## config.mk

```make
export PLATFORM = sky130hd
export DESIGN_NAME = wdog_keyed
export DESIGN_NICKNAME = d
export VERILOG_FILES = /design/src/rtl/wdog_keyed.sv
export SDC_FILE = /design/constraint.sdc
export NUM_CORES = 1
export LEC_CHECK = 0
export ABC_AREA = 1
export BUFFER_PORTS_ARGS = -buffer_cell sky130_fd_sc_hd__buf_2
export CAP_MARGIN = 20
export CORE_ASPECT_RATIO = 0.7
export CORE_MARGIN = 5
export CORE_UTILIZATION = 59
export DETAILED_ROUTE_END_ITERATION = 10
export HOLD_SLACK_MARGIN = 0.15
export PLACE_DENSITY = 0.79
export SLEW_MARGIN = 10
export SYNTH_ARGS = -nofsm -noshare
export SYNTH_HDL_FRONTEND = slang
export SYNTH_SLANG_ARGS = --single-unit
```

## constraint.sdc

```tcl
create_clock -name clk -period 1.94 [get_ports clk]
set_input_delay 0.291 -clock clk [delete_from_list [all_inputs] [get_ports clk]]
set_output_delay 0.291 -clock clk [all_outputs]
set_load 0.02 [all_outputs]
```

## src/rtl/wdog_keyed.sv

```systemverilog
module wdog_keyed #(
  parameter int PSC_W    = 12,
  parameter int CNT_W    = 8,
  parameter int PRE_BASE = 5,
  parameter logic [7:0] KEY1 = 8'hA5,
  parameter logic [7:0] KEY2 = 8'h5A
) (
  input  logic       clk,
  input  logic       por_n,
  input  logic       sys_rst_n,
  input  logic       pwr_down,
  input  logic       osc_clk,
  input  logic       wr_en,
  input  logic [1:0] addr,
  input  logic [7:0] wdata,
  output logic [7:0] rd_data,
  output logic       wdt_rst,
  output logic       irq
);
  localparam int PRE_W = 3;

  logic [PRE_W-1:0] pre_q, sh_pre;
  logic             sel_q, run_q, en_q, tof_q;
  logic             sh_sel, sh_run, sh_en;
  logic             pend_q, armed_q, rst_q;
  logic [CNT_W-1:0] load_q, cnt_q;
  logic [PSC_W-1:0] psc_q, psc_mask;
  logic [2:0]       osc_s;

  wire wr_ctl  = wr_en && addr == 2'd0;
  wire wr_load = wr_en && addr == 2'd1;
  wire wr_k1   = wr_en && addr == 2'd2;
  wire wr_k2   = wr_en && addr == 2'd3;

  wire k1_good  = wr_k1 && wdata == KEY1 && !armed_q;
  wire feed_ok  = wr_k2 && wdata == KEY2 && armed_q;
  wire feed_bad = wr_en && !k1_good && !feed_ok &&
                  (armed_q || wr_k1 || wr_k2 || pend_q);
  wire ctl_acc  = wr_ctl && !feed_bad;
  wire load_acc = wr_load && !feed_bad;

  always_comb psc_mask = {PSC_W{1'b1}} >> (PSC_W - PRE_BASE - int'(pre_q));

  wire src_tick = sel_q ? (osc_s[1] & ~osc_s[2]) : ~pwr_down;
  wire step     = src_tick && (en_q || run_q);
  wire dec      = step && ((psc_q & psc_mask) == psc_mask);
  wire uflow    = dec && cnt_q == '0 && !feed_ok;
  wire fire     = en_q && (uflow || feed_bad);

  always_ff @(posedge clk or negedge por_n) begin
    if (!por_n) begin
      pre_q <= '0; sel_q <= 1'b0; run_q <= 1'b0; en_q <= 1'b0; tof_q <= 1'b0;
      sh_pre <= '0; sh_sel <= 1'b0; sh_run <= 1'b0; sh_en <= 1'b0;
      pend_q <= 1'b0; armed_q <= 1'b0; rst_q <= 1'b0;
      load_q <= '1; cnt_q <= '1; psc_q <= '0; osc_s <= '0;
    end else if (!sys_rst_n) begin
      pre_q <= '0; sel_q <= 1'b0; run_q <= 1'b0; tof_q <= 1'b0;
      sh_pre <= '0; sh_sel <= 1'b0; sh_run <= 1'b0; sh_en <= 1'b0;
      pend_q <= 1'b0; armed_q <= 1'b0; rst_q <= 1'b0;
      load_q <= '1; cnt_q <= '1; psc_q <= '0; osc_s <= '0;
    end else begin
      osc_s <= {osc_s[1:0], osc_clk};
      rst_q <= fire;

      if (feed_ok || fire) begin
        cnt_q <= load_q;
        psc_q <= '0;
      end else begin
        if (step) psc_q <= psc_q + 1'b1;
        if (dec)  cnt_q <= (cnt_q == '0) ? load_q : cnt_q - 1'b1;
      end

      if (load_acc) load_q <= wdata[CNT_W-1:0];

      if (uflow && !en_q)              tof_q <= 1'b1;
      else if (ctl_acc && !wdata[1])   tof_q <= 1'b0;

      if (feed_ok && pend_q) begin
        pre_q <= sh_pre;
        sel_q <= sh_sel;
        run_q <= sh_run;
        en_q  <= en_q | sh_en;
      end

      if (ctl_acc) begin
        sh_pre <= wdata[7:5];
        sh_en  <= wdata[3];
        sh_run <= wdata[2];
        sh_sel <= wdata[0];
        pend_q <= 1'b1;
      end else if (feed_ok || feed_bad) begin
        pend_q <= 1'b0;
      end

      if (wr_en) armed_q <= k1_good;
    end
  end

  always_comb begin
    case (addr)
      2'd0:    rd_data = {pre_q, 1'b0, en_q, run_q, tof_q, sel_q};
      2'd1:    rd_data = 8'(load_q);
      2'd2:    rd_data = 8'(cnt_q);
      default: rd_data = 8'h00;
    endcase
  end

  assign wdt_rst = rst_q;
  assign irq     = tof_q;
endmodule

```

==> metrics.md <==
| Metric | Value |
|---|---|
| Fin util | `0.739` |
| Share of layout cells above drive strength 1 | `0.261` |
| CTS tree | `built` |
| Final Critical Period | `1.88 ns` |
| I/O Buffers | `25` |
| Avg Cell Area, Syn | `7.75 um^2` |
| Post-DP HPWL | `5180 um` |
| DR vias/cell | `5.64` |
| Worst setup path class | `reg -> reg` |
| Htree depth | `2` |
| Area grow syn2layout | `19.0%` |
| Number of global-route vias before repair | `2,307` |
| Gr usage total | `0.243` |
| Hold Crit Class | `in -> reg` |
| CTS root buf | `clkbuf_8` |
| Post-route cell area | `0.00327 mm^2` |
| DRC | `0` |
| Fin Hold WS | `0.175 ns` |
| Fin. Hold Viols | `0` |
| Starting DRT DRC Count | `270` |
| Library cells used by synthesis | `34` |
| Routed wire length | `7250 um` |
| Reg2Reg Setup Slack | `0.06 ns` |
| Peak Freq | `0.532 GHz` |
| Clock Tree Buf Depth | `2` |
| Register bit total from synthesis | `47` |
| Synth Flop Type | `dfrtp_1` |
| Global route overflow | `0` |
| Worst setup EP type | `flip-flop` |
| Pin count of the biggest net entering global routing | `27` |
| Diodes inserted | `0` |
| EDFF count, synth | `0` |
| Worst Slack Setup Final | `0.0602 ns` |
| # IOs | `26` |
| Final #Nets | `424` |
| Status | `completed` |
| Net count after synthesis | `374` |
| Initial antenna violation count | `0` |
| Non-filler cells, final | `461` |
| Mapped cell area | `0.00275 mm^2` |
| Async set-reset flop share out of synthesis | `1.00` |
| Initial core utilization | `0.621` |
| Via Count | `2,598` |
| CTS clk-pin slew, worst paths | `0.09 ns` |
| Final worst path period share | `0.969` |
| Num CTS Buffers | `5` |
| CTS Sinks | `47` |
| 1st-pass router iterations | `6` |
| Setup WS pre-CTS | `0.0241 ns` |
| Sequential fraction of the synthesis area | `0.435` |
| Peak VDD IR | `0.000405 V` |
| Core ar. | `0.00443 mm^2` |
| Avg WL per Cell | `15.7 um` |
| Clock Skew | `0.00556 ns` |
| DP Area | `0.00301 mm^2` |
| Die extent in y | `67.1 um` |
| Slew Viols, Final | `0` |
| Rows | `20` |
| Pwr Density | `693 mW/mm^2` |
| Worst endpoint required time | `2.17 ns` |
| Clk_lat worst skew | `0.30 ns` |
| Inst Count DP | `443` |
| Die width | `91.6 um` |
| Final Wtd Congestion | `0.935` |
| P_leak | `1.55 nW` |
| Setup TNS | `0 ns` |
| Total Power | `2.27 mW` |
| Final setup viols | `0` |
| YS warnings | `0` |
| First-pass GRT wire length | `11,500 um` |
| ANT nets after route | `0` |
| CP Max Fanout | `5` |
| Synth Instances | `355` |
| Maxcap violations | `0` |
| Die footprint | `0.00615 mm^2` |
| Worst slew pin tran | `0.515 ns` |
| Rel. slew slack | `0.653` |
| Arr. time, crit path | `2.11 ns` |
| Critical path startpoint category | `flip-flop` |
cell type report:
| class | count | area, um^2 |
|---|---|---|
| tap | 55 | 68.8 |
| fill | 334 | 1150 |
| timing repair buffer | 47 | 313 |
| clock inverter | 3 | 38.8 |
| clock buffer | 5 | 68.8 |
| inverter | 56 | 210 |
| multi-input combinational | 248 | 1380 |
| sequential | 47 | 1200 |
cells in the mapped netlist, types with 3 or more instances:
cell type / count / area, um^2
a21oi_1: 8 / 40.0
nor3_2: 4 / 40.0
dfstp_2: 16 / 420
nand2_1: 66 / 248
inv_1: 54 / 203
ha_1: 3 / 37.5
nand4_1: 4 / 25.0
o22ai_1: 12 / 75.1
xor2_1: 8 / 70.1
nand2_2: 5 / 31.3
o21ai_0: 29 / 145
nor2_1: 60 / 225
o21ai_1: 3 / 15.0
o221ai_1: 7 / 61.3
nand2_4: 3 / 33.8
dfrtp_1: 31 / 776
buf_6: 3 / 33.8
nand3_1: 17 / 85.1
layer usage:
| metal | wire length [um] | global-route usage | share of wire | vias to the layer above |
|---|---|---|---|---|
| li1 | - | - | - | 1242 |
| met1 | 3320 | 0.374 | 0.46 | 1192 |
| met2 | 3060 | 0.359 | 0.42 | 151 |
| met3 | 790 | 0.0434 | 0.11 | 13 |
| met4 | 73 | 0.0451 | 0.010 | 0 |
| met5 | 0 | 0 | 0 | - |
path summary, 6_finish.rpt:
path / startpoint / to / cells after the start
max: sel_q$_DFFE_PN0P_ / psc_q[9]$_DFFE_PN0P_ / 10
min: osc_clk / osc_s[0]$_DFF_PN0_ / 3
max reg2reg: sel_q$_DFFE_PN0P_ / psc_q[9]$_DFFE_PN0P_ / 10
min reg2reg: osc_s[0]$_DFF_PN0_ / osc_s[1]$_DFF_PN0_ / 2
max in group asynchronous: por_n / load_q[0]$_DFFE_PN1P_ / 3
min in group asynchronous: por_n / sh_pre[2]$_DFFE_PN0P_ / 2
layout by cell type (no fill, tap or decap), drive strengths merged, types with 3 or more instances in the layout:
| cell type | n |
|---|---|
| xor2 | 8 |
| a21oi | 9 |
| clkbuf | 5 |
| nor3b | 3 |
| o22ai | 12 |
| nor3 | 5 |
| nand4 | 4 |
| o221ai | 7 |
| nand3 | 19 |
| ha | 3 |
| dfrtp | 31 |
| buf | 46 |
| nor2 | 63 |
| dfstp | 16 |
| o21ai | 33 |
| nand2 | 75 |
| inv | 56 |
critical path, cell delays in order (launching register included):
cell	delay (ns)
dfrtp_1	0.40
inv_1	0.14
nand2_2	0.09
a21oi_4	0.18
inv_2	0.09
nor2_1	0.25
nand3_2	0.18
buf_4	0.19
nor2_1	0.09
nor2_1	0.06
nor3_2	0.16
report_power, final:
part           total [mW]  leakage [nW]  switching (mW)  internal (mW)
combinational       0.441         0.903           0.276          0.166
clock               0.712        0.0556           0.334          0.378
sequential           1.12         0.589          0.0533           1.06
total                2.27          1.55           0.663           1.61
registers in the layout, summed over array words and instances, names as in the netlist, 3 cells and up:
register,cells
psc_q,12
pre_q,3
sh_pre,3
cnt_q,8
osc_s,3
load_q,8
repair_timing:
item	4_1_cts	5_1_grt
setup buffers	0	8
pin swaps	0	5
endpoints found under the setup margin	2	20
hold buffers	1	0
resized for setup	0	21
hold endpoints to repair	20	0
gates cloned	0	1
logic make-up (layout without fill, tap and decap cells):
family,count (synthesis),after routing,synth area share
AOI/OAI and AO/OA,62,62,0.137
xor gates and xnor gates,10,10,0.0318
adders and majority gates,3,3,0.0136
buffers and inverters,61,111,0.0914
DFF,47,47,0.435
and+or+nand+nor,172,173,0.291
No activity file was read; power rests on OpenSTA's default activity.
